File: src/rtl/phase_mask_pkg.sv
package phase_mask_pkg;
    parameter int PH_W   = 16;
    parameter int MAG_W  = 16;
    parameter int BIN_W  = 9;
    parameter int DLY_W  = 10;
    parameter int NSTEPS = 63;
    parameter int SH_W   = 4;
    parameter int FR_W   = 3;

    localparam int IDX_W  = $clog2(NSTEPS);
    localparam int CODE_W = SH_W + FR_W;
    localparam int OUT_W  = MAG_W + 1;

    typedef logic [1:0][MAG_W-1:0] mag_pair_t;

    typedef struct packed {
        logic             vld;
        logic [PH_W-1:0]  dph;
        logic [PH_W-1:0]  dterm;
        mag_pair_t        mag;
    } st1_t;

    typedef struct packed {
        logic             vld;
        logic [IDX_W-1:0] idx;
        mag_pair_t        mag;
    } st2_t;

    typedef struct packed {
        logic              vld;
        logic [CODE_W-1:0] code;
        mag_pair_t         mag;
    } st3_t;

    typedef struct packed {
        logic             vld;
        logic [OUT_W-1:0] res;
    } st4_t;

    typedef struct packed {
        st1_t s1;
        st2_t s2;
        st3_t s3;
        st4_t s4;
    } pipe_t;
endpackage

File: src/rtl/phase_err_quant.sv
module phase_err_quant
    import phase_mask_pkg::*;
#(
    parameter int STEP_RECIP = 126
) (
    input  logic [PH_W-1:0]  dph_i,
    input  logic [PH_W-1:0]  dterm_i,
    output logic [IDX_W-1:0] idx_o
);
    localparam int RW = $clog2(STEP_RECIP + 1);

    logic [PH_W-1:0]    theta;
    logic [PH_W-1:0]    mag;
    logic [PH_W+RW-1:0] prod;
    logic [RW-1:0]      raw;

    always_comb begin
        theta = dph_i - dterm_i;
        // two's-complement read wraps to [-pi, pi); magnitude of 0x8000 stays 0x8000
        mag   = theta[PH_W-1] ? (~theta + 1'b1) : theta;
        prod  = (PH_W+RW)'(mag) * (PH_W+RW)'(STEP_RECIP);
        raw   = prod[PH_W+RW-1:PH_W];
        idx_o = (raw > RW'(NSTEPS - 1)) ? IDX_W'(NSTEPS - 1) : raw[IDX_W-1:0];
    end
endmodule

File: src/rtl/mask_step_rom.sv
module mask_step_rom
    import phase_mask_pkg::*;
#(
    parameter int GAMMA = 5
) (
    input  logic [IDX_W-1:0]  idx_i,
    output logic [CODE_W-1:0] code_o
);
    function automatic logic [CODE_W-1:0] step_code(input int i);
        longint den;
        longint num;
        longint q;
        int     sh;
        logic   hit;
        den = 64'd1600 + longint'(GAMMA) * longint'((2*i+1) * (2*i+1));
        sh  = (1 << SH_W) - 1;
        hit = 1'b0;
        for (int p = 0; p < (1 << SH_W); p++) begin
            if (!hit && ((64'd1600 << p) >= den)) begin
                sh  = p;
                hit = 1'b1;
            end
        end
        num = (64'd1600 << sh) * 8;
        q   = num / den - 8;
        if (q < 0) q = 0;
        if (q > 7) q = 7;
        return {SH_W'(sh), FR_W'(q)};
    endfunction

    logic [CODE_W-1:0] tbl [NSTEPS];

    for (genvar g = 0; g < NSTEPS; g++) begin : g_entry
        assign tbl[g] = step_code(g);
    end

    always_comb begin
        if (int'(idx_i) < NSTEPS) code_o = tbl[idx_i];
        else                      code_o = tbl[NSTEPS-1];
    end
endmodule

File: src/rtl/shift_add_scaler.sv
module shift_add_scaler
    import phase_mask_pkg::*;
(
    input  logic [MAG_W-1:0]  mag_i,
    input  logic [CODE_W-1:0] code_i,
    output logic [OUT_W-1:0]  scaled_o
);
    logic [SH_W:0]    base;
    logic [FR_W-1:0]  frac;
    logic [OUT_W-1:0] t0, t1, t2, t3;

    always_comb begin
        base = {1'b0, code_i[CODE_W-1:FR_W]};
        frac = code_i[FR_W-1:0];
        t0 = OUT_W'(mag_i >> base);
        t1 = frac[2] ? OUT_W'(mag_i >> (base + 1'b1))   : '0;
        t2 = frac[1] ? OUT_W'(mag_i >> (base + 2'd2))   : '0;
        t3 = frac[0] ? OUT_W'(mag_i >> (base + 2'd3))   : '0;
        scaled_o = t0 + t1 + t2 + t3;
    end
endmodule

File: src/rtl/dual_mic_phase_masker.sv
module dual_mic_phase_masker
    import phase_mask_pkg::*;
#(
    parameter int GAMMA      = 5,
    parameter int STEP_RECIP = 126,
    parameter int FFT_N      = 1024,
    parameter int DLY_FRAC   = 3
) (
    input  logic                    clk_i,
    input  logic                    rst_i,
    input  logic                    in_valid_i,
    output logic                    in_ready_o,
    input  logic [PH_W-1:0]         in_ph1_i,
    input  logic [PH_W-1:0]         in_ph2_i,
    input  logic [MAG_W-1:0]        in_mag1_i,
    input  logic [MAG_W-1:0]        in_mag2_i,
    input  logic [BIN_W-1:0]        in_bin_i,
    input  logic signed [DLY_W-1:0] in_delay_i,
    output logic                    out_valid_o,
    input  logic                    out_ready_i,
    output logic [OUT_W-1:0]        out_mag_o
);
    localparam int DT_SHIFT = PH_W - $clog2(FFT_N) - DLY_FRAC;
    localparam int PROD_W   = DLY_W + BIN_W + 1;

    pipe_t pipe_d, pipe_q;

    logic                     adv;
    logic signed [PROD_W-1:0] dk_prod;
    logic [IDX_W-1:0]         idx_w;
    logic [CODE_W-1:0]        code_w;
    logic [1:0][OUT_W-1:0]    scaled_w;
    logic [OUT_W:0]           sum_w;

    phase_err_quant #(.STEP_RECIP(STEP_RECIP)) u_quant (
        .dph_i   (pipe_q.s1.dph),
        .dterm_i (pipe_q.s1.dterm),
        .idx_o   (idx_w)
    );

    mask_step_rom #(.GAMMA(GAMMA)) u_rom (
        .idx_i  (pipe_q.s2.idx),
        .code_o (code_w)
    );

    for (genvar ch = 0; ch < 2; ch++) begin : g_chan
        shift_add_scaler u_scale (
            .mag_i    (pipe_q.s3.mag[ch]),
            .code_i   (pipe_q.s3.code),
            .scaled_o (scaled_w[ch])
        );
    end

    always_comb begin
        adv     = !pipe_q.s4.vld || out_ready_i;
        dk_prod = PROD_W'(in_delay_i) * $signed({1'b0, in_bin_i});
        sum_w   = (OUT_W+1)'(scaled_w[0]) + (OUT_W+1)'(scaled_w[1]);
        pipe_d  = pipe_q;
        if (adv) begin
            pipe_d.s1.vld    = in_valid_i;
            pipe_d.s1.dph    = in_ph1_i - in_ph2_i;
            pipe_d.s1.dterm  = PH_W'(dk_prod) << DT_SHIFT;
            pipe_d.s1.mag[0] = in_mag1_i;
            pipe_d.s1.mag[1] = in_mag2_i;

            pipe_d.s2.vld    = pipe_q.s1.vld;
            pipe_d.s2.idx    = idx_w;
            pipe_d.s2.mag    = pipe_q.s1.mag;

            pipe_d.s3.vld    = pipe_q.s2.vld;
            pipe_d.s3.code   = code_w;
            pipe_d.s3.mag    = pipe_q.s2.mag;

            pipe_d.s4.vld    = pipe_q.s3.vld;
            pipe_d.s4.res    = sum_w[OUT_W:1];
        end
    end

    always_ff @(posedge clk_i) begin
        if (rst_i) pipe_q <= '0;
        else       pipe_q <= pipe_d;
    end

    assign in_ready_o  = adv;
    assign out_valid_o = pipe_q.s4.vld;
    assign out_mag_o   = pipe_q.s4.res;

    AST_READY_RULE: assert property (@(posedge clk_i) disable iff (rst_i)
        !out_valid_o |-> in_ready_o);
    AST_OUT_HOLD: assert property (@(posedge clk_i) disable iff (rst_i)
        (out_valid_o && !out_ready_i) |=> (out_valid_o && $stable(out_mag_o)));
    AST_IDX_RANGE: assert property (@(posedge clk_i) disable iff (rst_i)
        pipe_q.s1.vld |-> (int'(idx_w) < NSTEPS));
    AST_SCALE_BOUND: assert property (@(posedge clk_i) disable iff (rst_i)
        pipe_q.s3.vld |-> (scaled_w[0] <= {pipe_q.s3.mag[0], 1'b0}));
endmodule

File: config.mk
export PLATFORM = sky130hd
export DESIGN_NAME = dual_mic_phase_masker
export DESIGN_NICKNAME = d
export VERILOG_FILES = /design/src/rtl/phase_mask_pkg.sv /design/src/rtl/phase_err_quant.sv /design/src/rtl/mask_step_rom.sv /design/src/rtl/shift_add_scaler.sv /design/src/rtl/dual_mic_phase_masker.sv
export SDC_FILE = /design/constraint.sdc
export NUM_CORES = 1
export LEC_CHECK = 0
export BUFFER_PORTS_ARGS = -buffer_cell sky130_fd_sc_hd__buf_2
export CAP_MARGIN = 20
export CORE_ASPECT_RATIO = 1.75
export CORE_MARGIN = 2
export CORE_UTILIZATION = 55
export CTS_CLUSTER_DIAMETER = 100
export CTS_CLUSTER_SIZE = 25
export DETAILED_ROUTE_END_ITERATION = 10
export GPL_ROUTABILITY_DRIVEN = 0
export PLACE_DENSITY = 0.8
export SLEW_MARGIN = 10
export SYNTH_ARGS = -nofsm -noshare
export SYNTH_HDL_FRONTEND = slang
export SYNTH_SLANG_ARGS = --single-unit
File: constraint.sdc
create_clock -name clk_i -period 10.9 [get_ports clk_i]
set_clock_uncertainty 0.2 [all_clocks]
set_input_delay 0.545 -clock clk_i [delete_from_list [all_inputs] [get_ports clk_i]]
set_output_delay 0.545 -clock clk_i [all_outputs]
set_load 0.01 [all_outputs]
# [Yosys cells after proc, flatten, opt, wreduce, memory -nomap -nowiden]
# Memories as Yosys holds them, arrays and structs flattened.
# Index checks and enable logic that the tools add are counted.
[word_totals] in_bits=87 regBits=159 word_cells=57 romBits=448 n_memories=1 output_inout_bits=19
[mem_list] memory="(name not given)" depth=64 word_bits=7 read_ports=1 rd_clocked_by_memory_dff=0 write_ports=0 line="mask_step_rom.sv:38" rtl="if (int'(idx_i) < NSTEPS) code_o = tbl[idx_i];"
[op_classes] n_reduce_logical=2 shift=8 magnitude_cmp=3 mul=2 bitwise_logic=2 add_sub_neg=13 n_mux=11
[ops] cell="$add 17x17->17" n=6
[ops] cell="$mux 17" n=6
[ops] cell="$shr 16x5->17" n=6
[ops] cell="$shr 16x4->17" n=2
[ops] cell="$sub 16x16->16" n=2
[ops] cell="$mul 16x6->22 const B" n=1
[ops] cell="$mux 7" n=3
[ops] cell="$add 17x17->18" n=1
[ops] cell="$add 16x1->16 const B" n=1
[ops] cell="$mux 16" n=1
[ops] cell="$not 16->16" n=1
[ops] cell="$mul 10x10->13" n=1
[ops] cell="$add 4x2->5 const B" n=2
[ops] cell="$ge 7x7->1 const B" n=1
[ops] cell="$gt 7x6->1 const B" n=1
[ops] cell="$not 6->7" n=1
[ops] cell="$lt 6x6->1 const B" n=1
[ops] cell="$mux 6" n=1
[ops] cell="$add 4x1->5 const B" n=1
[ops] cell="$logic_not 1->1" n=1
[ops] cell="$logic_or 1x1->1" n=1

# [Longest topological paths before layout]
# Gate-level depths: netlist of run 1.
[depth] word_depth=7 mapped_depth=31 ltp_nobuf=29

# [Modules after synthesis]
# Synthesis of run 1 repeated with hierarchy kept, for this count alone.
[hier_totals] hier_cells=2175 hier_area_um2=17526.8
[by_module_without_submodules] mod="dual_mic_phase_masker" instances=1 cells_each=1156 seq_area_each_um2=3183.1 area_per_inst_um2=9277.6
[by_module_without_submodules] mod="phase_err_quant" instances=1 cells_each=382 seq_area_each_um2=0.0 area_per_inst_um2=3164.3
[by_module_without_submodules] mod="shift_add_scaler (g_chan[1].u_scale)" instances=1 cells_each=290 seq_area_each_um2=0.0 area_per_inst_um2=2347.3
[by_module_without_submodules] mod="shift_add_scaler (g_chan[0].u_scale)" instances=1 cells_each=275 seq_area_each_um2=0.0 area_per_inst_um2=2239.6
[by_module_without_submodules] mod="mask_step_rom" instances=1 cells_each=72 seq_area_each_um2=0.0 area_per_inst_um2=498.0

# [Worst setup path after synthesis of run 1]
# OpenSTA, ideal clock, no wires.
[synth_timing] path_type="flip-flop to flip-flop" startpoint="register pipe_q[148] in the netlist's numbering" endpoint="register pipe_q[90] in the netlist's numbering" period_less_slack_ns=6.640 setup_time_ns=0.101 stages_incl_launch_ff=27 path_slack_ns=4.260 path_buffers=1 required_ns=10.599 arrival_time_ns=6.339 path_cell_list="dfxtp_1 > inv_1 > ha_1 > fa_1 > nor2b_1 > o2111ai_2 > a31oi_1 > o2111ai_1 > nand3_1 > clkbuf_1 > nand2_1 > xor2_1 > fa_1 > fa_1 > inv_1 > fa_1 > inv_1 > ha_1 > a21o_1 > a211oi_1 > a221oi_1 > o211a_1 > a211oi_1 > nor2_1 > a2111oi_0 > nor3_1 > o41ai_1"
[synth_between] elab_chain_cells=7
[synth_lines] item="from (decl)" line="dual_mic_phase_masker.sv:26" rtl="pipe_t pipe_d, pipe_q;"
[synth_lines] item="from (signal assigned)" line="dual_mic_phase_masker.sv:81" rtl="else pipe_q <= pipe_d;"
[synth_lines] item="$sub 16x16->16 (*)" line="phase_err_quant.sv:18" rtl="theta = dph_i - dterm_i;"
[synth_lines] item="$not 16->16" line="phase_err_quant.sv:20" rtl="mag = theta[PH_W-1] ? (~theta + 1'b1) : theta;"
[synth_lines] item="$add 16x1->16" line="phase_err_quant.sv:20"
[synth_lines] item="$mux 16 (*)" line="phase_err_quant.sv:20"
[synth_lines] item="$mul 16x6->22 (*)" line="phase_err_quant.sv:21" rtl="prod = (PH_W+RW)'(mag) * (PH_W+RW)'(STEP_RECIP);"
[synth_lines] item="$gt 7x6->1" line="phase_err_quant.sv:23" rtl="idx_o = (raw > RW'(NSTEPS - 1)) ? IDX_W'(NSTEPS - 1) : raw[IDX_W-1:0];"
[synth_lines] item="$mux 6 (*)" line="phase_err_quant.sv:23"
# Mark *: on every way between the ends. The rest lies on a longest branch, timed or not.
# A chain may end at the register's enable or synchronous reset.

# [Worst setup path in the final report of run 1]
# Same ends and word-level chain as after synthesis.

==> results of run 1 <==
## cell usage in the layout (no fill, tap or decap), drive strengths merged, types with 6 or more instances in the layout
cell	instances
o31ai	9
clkbuf	18
a211oi	18
nor2b	19
a21oi	204
nand2b	8
mux2	14
mux2i	35
and3	8
o21bai	20
or3	7
nor3	26
dfxtp	158
o22ai	6
xor2	42
buf	114
a31oi	11
o21ai	58
nand4	9
nor2	67
fa	132
a21o	25
and2	53
nand2	427
inv	235
nand3	21
xnor2	78
a31o	6
ha	150
## how the worst max path moves through the flow
stage                      from    endpoint  slack, ps  depth (start not counted)
finish              pipe_q[148]  pipe_q[90]       3580                         25
CTS                 pipe_q[148]  pipe_q[90]       3580                         25
global placement    pipe_q[148]  pipe_q[91]       3820                         26
detailed placement  pipe_q[148]  pipe_q[90]       3530                         25
floorplan           pipe_q[148]  pipe_q[90]       4260                         26
global route        pipe_q[148]  pipe_q[90]       2920                         25
## state kept, by name, summed over array words and instances, names as in the netlist
name and cells:
pipe_q 140, out_valid_o 1, out_mag_o 17
## per-stage QoR
step           utilization, %  instance area [sq um]  worst slack [ps]  hold WS, ps
2_1_floorplan               -                  16000              4260          229
3_3_place_gp             57.9                  16600              3820          239
3_5_place_dp             57.9                  16600              3530          245
4_1_cts                  59.9                  17200              3580          130
5_1_grt                  60.0                  17200              2920          142
6_report                 60.0                  17200              3580          140
## cell type report
class | count | area (sq um) | area share, %
multi-input combinational | 1524 | 11600 | 67.0
sequential | 158 | 3160 | 18.3
inverter | 229 | 862 | 5.00
timing repair buffer | 114 | 623 | 3.61
tap | 378 | 473 | 2.74
clock buffer | 18 | 429 | 2.49
clock inverter | 13 | 133 | 0.769
## critical path, delay by kind of cell, from the launching register on
family / cells / cell delay [ps]
compound gates: 9 / 2470
buf+inv: 3 / 150
fa+ha+maj: 6 / 2480
xor+xnor: 1 / 380
simple gates: 6 / 1220
flops: 1 / 330
## cell families after synthesis
logic type / after synthesis / synth area share (%)
and+or+nand+nor: 670 / 18.3
AOI/OAI and AO/OA: 397 / 14.8
buffers and inverters: 336 / 8.28
adders and majority gates: 283 / 28.2
DFF: 158 / 19.7
xor gates and xnor gates: 120 / 6.76
muxes: 54 / 3.87
## layer usage
metal / up-vias / track usage (%) / part of all wire (%)
li1: 6659 / - / -
met1: 6483 / 27.1 / 39
met2: 319 / 48.3 / 54
met3: 96 / 2.60 / 3.0
met4: 0 / 12.2 / 4.1
met5: - / 0 / 0
==> results.sh, run 1 <==
export IMPL_outcome="finished clean"
export IMPL_max_stage_delay_ps=550
export IMPL_drive_gt1_share_pct=9.10
export IMPL_fp_dieH_um=230
export IMPL_synthTopCellsByArea="dfxtp_1 (20%), fa_1 (16%), ha_1 (12%)"
export IMPL_endpoint_kind="flop"
export IMPL_cts_sinks=158
export IMPL_cts_tree="built"
export IMPL_drcViolationCount=0
export IMPL_r2r_start="pipe_q[148]"
export IMPL_r2r_cells=25
export IMPL_start_util_pct=55.8
export IMPL_rsz0062_at_grt="false"
export IMPL_synth_ff_type="dfxtp_1"
export IMPL_grt_max_degree=105
export IMPL_finalMaxSlewViolations=0
export IMPL_clk_root_buffer_cell="clkbuf_16"
export IMPL_fill_cells=2573
export IMPL_grt_antenna_before_repair=0
export IMPL_async_flop_share_pct=0
export IMPL_via_per_inst=5.57
export IMPL_totalWireLength_mm=37.4
export IMPL_yosysMostFrequentCell="nand2_1"
export IMPL_finalHoldViolations=0
export IMPL_ys_ff_latch=158
export IMPL_synth_distinct_cells=71
export IMPL_io_pins=106
export IMPL_num_vias=13557
export IMPL_htree_levels=4
export IMPL_synth_top_area_share_pct=19.7
export IMPL_min_period_over_period_pct=67.1
export IMPL_fin_nets=2413
export IMPL_ys_seq_area_share_pct=19.7
export IMPL_cts_resized_gates=0
export IMPL_crit_type="flop to flop"
export IMPL_ys_warn_count=0
export IMPL_first_pass_iters=5
export IMPL_place_inst=2401
export IMPL_numCtsBuffers=17
export IMPL_hold_depth=3
export IMPL_crit_top_cell="fa_1"
export IMPL_fmax_mhz=137
export IMPL_first_iter_violations=695
export IMPL_worstHoldEndpoint="pipe_q[110]"
export IMPL_syn_inst=2018
export IMPL_routedWlPerCell_um=15.4
export IMPL_synth_edf_count=0
export IMPL_die_w_um=133
export IMPL_crit_path_max_fanout=12
export IMPL_overflow=0
export IMPL_design_die_area_sq_mm=0.0306
export IMPL_synth_fp_nets=2387
export IMPL_setup_viol=0
export IMPL_clkLatencyLatePin_ps=440
export IMPL_antennaDiodeCount=0
export IMPL_min_from="in_mag1_i[13]"
export IMPL_worst_setup_path_start_kind="flop"
export IMPL_yosys_area_top_type="dfxtp_1"
export IMPL_timing_rr_end="pipe_q[90]"
export IMPL_ant_nets=0
export IMPL_fin_crit_ps=7320
export IMPL_grt_pass1_vias=14086
export IMPL_r2r_slack_ps=3580
export IMPL_coreArea_sq_mm=0.0287
export IMPL_syn_area_sq_mm=0.0160
export IMPL_dp_hpwl_mm=28.7
export IMPL_slew_headroom_pct=28.3
export IMPL_rows=82
export IMPL_grt_pass1_wl_mm=63.8
export IMPL_required_ps=11030
export IMPL_ctsHoldBuffers=0
export IMPL_tightestPinTransition_ps=1070
export IMPL_port_buffers=105
export IMPL_arrival_ps=7440
export IMPL_hold_class="primary input to flop"
export IMPL_track_usage_pct=25.1
export IMPL_stdcell_count=2434
export IMPL_syn_to_final_growth_pct=7.47
export IMPL_finalSetupTns_ps=0
export IMPL_path_clk_slew_ps=70
export IMPL_cp_slowest_cell="fa_1"
export IMPL_clockBufferDepth=2
export IMPL_synth_common_cells="nand2_1 (427), inv_1 (226), a21oi_1 (204), dfxtp_1 (158), ha_1 (150)"
export IMPL_drv_cap=0
export IMPL_post_cts_setup_buffers=0
export IMPL_synth_area_per_cell_sq_um=7.95
Power of run 1 is left out: the tool's default activity adds up to more than one toggle a clock period on the data nets, which glitch-free logic cannot reach.
==> run 2, diff against run 1 <==
PLACE_DENSITY = 0.83   (was 0.8)
clock period = 6.5 ns   (was 10.9 ns; I/O delays follow)
==> run 2 against run 1 <==
Non-clock buffer count is 135 higher. Die area stayed put. Flip-flop and latch count stayed put. First-iteration DRC count is 5.2% higher. Global-route usage is 1.9 points higher. The run now ends with negative setup slack left. Highest routed layer is now met5. Critical path type unchanged. Sequential share of layout area is 1.6 points lower.
==> results.sh, run 2 (synthesized netlist as in run 1, its figures left out) <==
export IMPL_endpoint_kind="flop"
export IMPL_dp_hpwl_mm=30.3
export IMPL_clkLatencyLatePin_ps=440
export IMPL_clockBufferDepth=2
export IMPL_outcome="finished with violations"
export IMPL_grt_pass1_vias=15398
export IMPL_htree_levels=4
export IMPL_finalMaxSlewViolations=0
export IMPL_rsz0062_at_grt="true"
export IMPL_hold_class="primary input to flop"
export IMPL_coreArea_sq_mm=0.0287
export IMPL_max_stage_delay_ps=550
export IMPL_track_usage_pct=27.1
export IMPL_path_clk_slew_ps=70
export IMPL_grt_pass1_wl_mm=68.6
export IMPL_layout_common_cells="nand2_1 (427), inv_1 (222), a21oi_1 (191)"
export IMPL_die_w_um=133
export IMPL_totalWireLength_mm=41.3
export IMPL_routedWlPerCell_um=16.1
export IMPL_via_per_inst=5.70
export IMPL_first_pass_iters=5
export IMPL_clk_root_buffer_cell="clkbuf_16"
export IMPL_start_util_pct=55.8
export IMPL_drcViolationCount=0
export IMPL_setup_viol=4
export IMPL_numCtsBuffers=17
export IMPL_finalHoldViolations=0
export IMPL_cts_tree="built"
export IMPL_cp_slowest_cell="fa_1"
export IMPL_overflow=0
export IMPL_grt_max_degree=113
export IMPL_cts_sinks=158
export IMPL_required_ps=6630
export IMPL_ant_nets=0
export IMPL_slew_headroom_pct=29.8
export IMPL_arrival_ps=6740
export IMPL_dpl_worst_slack_ps=-628
export IMPL_regMostFlops="pipe_q"
export IMPL_worst_setup_path_start_kind="flop"
export IMPL_crit_type="flop to flop"
export IMPL_fmax_mhz=151
export IMPL_final_common_cell="nand2_1"
export IMPL_fin_nets=2548
export IMPL_design_die_area_sq_mm=0.0306
export IMPL_io_pins=106
export IMPL_min_period_over_period_pct=102
export IMPL_post_route_cell_area_sq_mm=0.0189
export IMPL_drv_cap=0
export IMPL_crit_path_max_fanout=7
export IMPL_port_buffers=105
export IMPL_violations="negative setup slack"
export IMPL_antennaDiodeCount=0
export IMPL_drive_gt1_share_pct=16.8
export IMPL_grt_antenna_before_repair=1
export IMPL_rows=82
export IMPL_tightestPinTransition_ps=1050
export IMPL_utilization_pct=65.7
export IMPL_first_iter_violations=731
export IMPL_largest_register_ff_count=140
export IMPL_fin_crit_ps=6600
export IMPL_fp_dieH_um=230
export IMPL_placed_area_sq_mm=0.0174
export IMPL_layout_setup_ws_ps=-103
export IMPL_syn_to_final_growth_pct=17.7
export IMPL_num_vias=14640
run 2: worst paths after layout:
| kind | start | end | slack [ps] | depth (start not counted) |
|---|---|---|---|---|
| worst max-delay path | pipe_q[148] | pipe_q[90] | -100 | 27 |
| worst min-delay path | out_ready_i | out_mag_o[2] | 50 | 4 |
| worst max register to register | pipe_q[148] | pipe_q[90] | -100 | 27 |
| worst min register to register | out_mag_o[2] | out_mag_o[2] | 250 | 2 |
run 2: final cells by class:
class                      count  area [sq um]
multi-input combinational   1524         12000
fill                        2194          9840
sequential                   158          3170
timing repair buffer         249          1740
inverter                     229           865
tap                          378           473
clock buffer                  17           425
clock inverter                15           174
run 2: repair_timing:
action | in CTS | in global routing
endpoints found under the setup margin | 8 | 12
pin swaps | 15 | 37
hold endpoints to repair | 34 | 0
setup buffers | 6 | 7
cloned | 0 | 1
resized for setup | 25 | 78
hold buffers | 34 | 0
run 2: worst max-delay path: cells and delay by family, from the launching register on:
kind,cells,cell delay [ps]
AOI/OAI and AO/OA,10,2170
xor gates and xnor gates,2,380
adders and majority gates,6,2240
buffers and inverters,5,520
DFF,1,340
and+or+nand+nor,4,650
run 2: per-stage QoR:
step,hold WS (ps),std cells,setup TNS [ps]
final,50.8,2570,-200
after global routing,72.5,2570,-1640
after CTS,45.4,2562,0
after detailed placement,242,2490,-3160
after global placement,239,2490,-1180
after floorplan,229,2018,0
run 2: per-layer routing:
layer	up-vias	share of wire [%]	track usage [%]	routed length [um]
li1	6934	-	-	-
met1	7047	36	27.8	15000
met2	472	54	52.1	22400
met3	185	3.7	3.42	1530
met4	2	5.8	15.3	2400
met5	-	0.027	0	11
Power of run 2 is left out for the same reason.
==> run 3, diff against run 2 <==
ABC_AREA = 1   (was unset)
==> run 3 against run 2 <==
The run now ends clean. Final cell count increased by 17%. Critical endpoint is now pipe_q[93]. Register-to-register slack improved by 530 ps. Via count increased by 13%. Global-route usage increased by 0.83 points. Critical path depth increased by 4. Setup slack improved by 530 ps. Sequential share of layout area about the same. Worst hold slack got worse by 17 ps. First-iteration DRC count increased by 1.1%. Fmax increased by 8.8%. Routed wire length increased by 5.7%.
==> results.sh, run 3 <==
export IMPL_via_per_inst=5.48
export IMPL_clkLatencyLatePin_ps=450
export IMPL_r2r_start="pipe_q[148]"
export IMPL_cp_top_family="adder cells"
export IMPL_hold_depth=3
export IMPL_crit_buf_inv=8
export IMPL_clk_root_buffer_cell="clkbuf_16"
export IMPL_synth_distinct_cells=47
export IMPL_coreArea_sq_mm=0.0307
export IMPL_finalMaxSlewViolations=0
export IMPL_min_period_over_period_pct=93.4
export IMPL_synth_top_area_share_pct=18.4
export IMPL_dpl_worst_slack_ps=354
export IMPL_synth_adder_area_share_pct=26.3
export IMPL_r2r_cells=31
export IMPL_crit_top_cell="inv_1"
export IMPL_synth_compound_area_share_pct=13.7
export IMPL_totalWireLength_mm=43.7
export IMPL_grt_antenna_before_repair=0
export IMPL_synth_fp_nets=2906
export IMPL_crit_type="flop to flop"
export IMPL_crit_path_max_fanout=19
export IMPL_design_die_area_sq_mm=0.0327
export IMPL_synth_top_family_by_area="adder cells"
export IMPL_io_pins=106
export IMPL_routedWlPerCell_um=14.5
export IMPL_yosysMostFrequentCell="nand2_1"
export IMPL_dp_hpwl_mm=34.0
export IMPL_timing_rr_end="pipe_q[93]"
export IMPL_rsz0062_at_grt="false"
export IMPL_multiInputGateArea_sq_mm=0.0118
export IMPL_fp_dieH_um=238
export IMPL_required_ps=6630
export IMPL_synth_area_per_cell_sq_um=6.78
export IMPL_regArea_sq_mm=0.00316
export IMPL_drive_gt1_share_pct=8.06
export IMPL_fin_crit_ps=6070
export IMPL_ys_warn_count=0
export IMPL_arrival_ps=6200
export IMPL_outcome="finished clean"
export IMPL_setup_viol=0
export IMPL_holdWs_ps=34.0
export IMPL_num_vias=16481
export IMPL_synth_ff_type="dfxtp_1"
export IMPL_tightestPinTransition_ps=1000
export IMPL_start_util_pct=55.9
export IMPL_r2r_slack_ps=430
export IMPL_utilization_pct=61.3
export IMPL_synth_edf_count=0
export IMPL_clockBufferDepth=2
export IMPL_htree_levels=4
export IMPL_ant_nets=0
export IMPL_max_stage_delay_ps=580
export IMPL_final_common_cell="nand2_1"
export IMPL_fill_cells=2635
export IMPL_syn_to_final_growth_pct=9.62
export IMPL_first_iter_violations=739
export IMPL_ys_seq_area_share_pct=18.4
export IMPL_grt_pass1_wl_mm=73.5
export IMPL_hold_class="primary input to flop"
export IMPL_drv_cap=0
export IMPL_cts_sinks=158
export IMPL_path_clk_slew_ps=80
export IMPL_async_flop_share_pct=0
export IMPL_first_pass_iters=8
export IMPL_synth_common_cells="nand2_1 (536), inv_1 (465), nor2_1 (275), o21ai_0 (206), dfxtp_1 (158)"
export IMPL_yosys_area_top_type="dfxtp_1"
export IMPL_synthTopCellsByArea="dfxtp_1 (18%), fa_1 (15%), nand2_1 (12%)"
export IMPL_min_from="in_mag2_i[1]"
export IMPL_synth_mux_area_share_pct=0.582
export IMPL_numCtsBuffers=17
export IMPL_fmax_mhz=165
export IMPL_fin_nets=2974
export IMPL_layout_setup_ws_ps=431
export IMPL_drcViolationCount=0
export IMPL_grt_max_degree=121
export IMPL_largest_register_ff_count=140
export IMPL_syn_area_sq_mm=0.0172
export IMPL_cp_slowest_cell="fa_1"
export IMPL_ys_ff_latch=158
export IMPL_antennaDiodeCount=0
export IMPL_rows=85
export IMPL_regMostFlops="pipe_q"
export IMPL_track_usage_pct=27.9
export IMPL_syn_inst=2537
export IMPL_cts_tree="built"
export IMPL_die_w_um=138
export IMPL_worst_setup_path_start_kind="flop"
export IMPL_worstHoldEndpoint="pipe_q[114]"
export IMPL_synth_xor_xnor_area_share_pct=4.02
export IMPL_finalHoldViolations=0
export IMPL_layout_common_cells="nand2_1 (536), inv_1 (463), nor2_1 (273)"
export IMPL_endpoint_kind="flop"
export IMPL_grt_pass1_vias=16972
export IMPL_slew_headroom_pct=33.2
export IMPL_overflow=0
export IMPL_finalSetupTns_ps=0
export IMPL_port_buffers=105
export IMPL_yosys_area_share_simple_pct=23.8
-- run 3: layout make-up --
class	instances	share of cell area (%)
Clock buffer	18	2.28
Clock inverter	14	0.896
Inverter	473	9.44
Multi-Input combinational cell	1795	62.6
Sequential cell	158	16.8
Tap cell	391	2.60
Timing Repair Buffer	160	5.39
-- run 3: kinds of logic (layout without fill, tap and decap cells) --
family	after synthesis	count (layout)
DFF	158	158
and+or+nand+nor	1004	1004
muxes	10	10
buffers and inverters	584	665
xor gates and xnor gates	78	78
AOI/OAI and AO/OA	421	421
adders and majority gates	282	282
-- run 3: worst max path at each step --
stage	start	endpoint	slack [ps]	cells after the start
finish	pipe_q[148]	pipe_q[93]	430	31
global route	pipe_q[53]	out_mag_o[14]	1	29
CTS	pipe_q[148]	pipe_q[90]	300	31
detailed placement	pipe_q[148]	pipe_q[90]	350	31
global placement	pipe_q[53]	out_mag_o[15]	430	31
floorplan	pipe_q[54]	out_mag_o[15]	730	32
-- run 3: repair_timing --
item	4_1_cts	5_1_grt
hold endpoints to repair	29	0
hold buffers	29	0
buffers inserted	0	2
endpoints found under the setup margin	0	12
gates resized for setup	0	14
-- run 3: per-stage QoR --
stage                     area (sq um)  cells
after detailed placement         17900   2946
final                            18800   3009
after CTS                        18800   3007
after global routing             18800   3009
after global placement           17900   2946
after floorplan                  17200   2537
-- run 3: tightest hold or removal path, delay by kind of cell --
kind	cells	cell delay [ps]
AOI/OAI and AO/OA	1	130
and+or+nand+nor	1	110
buffers and inverters	1	80
-- run 3: layer usage --
metal,part of all wire (%),vias to the layer above,GRT usage (%)
met5,0,-,0
met4,6.2,0,18.6
met3,3.5,194,3.23
met2,55,530,54.0
met1,35,7671,26.7
li1,-,8086,-
Power of run 3 is left out for the same reason.
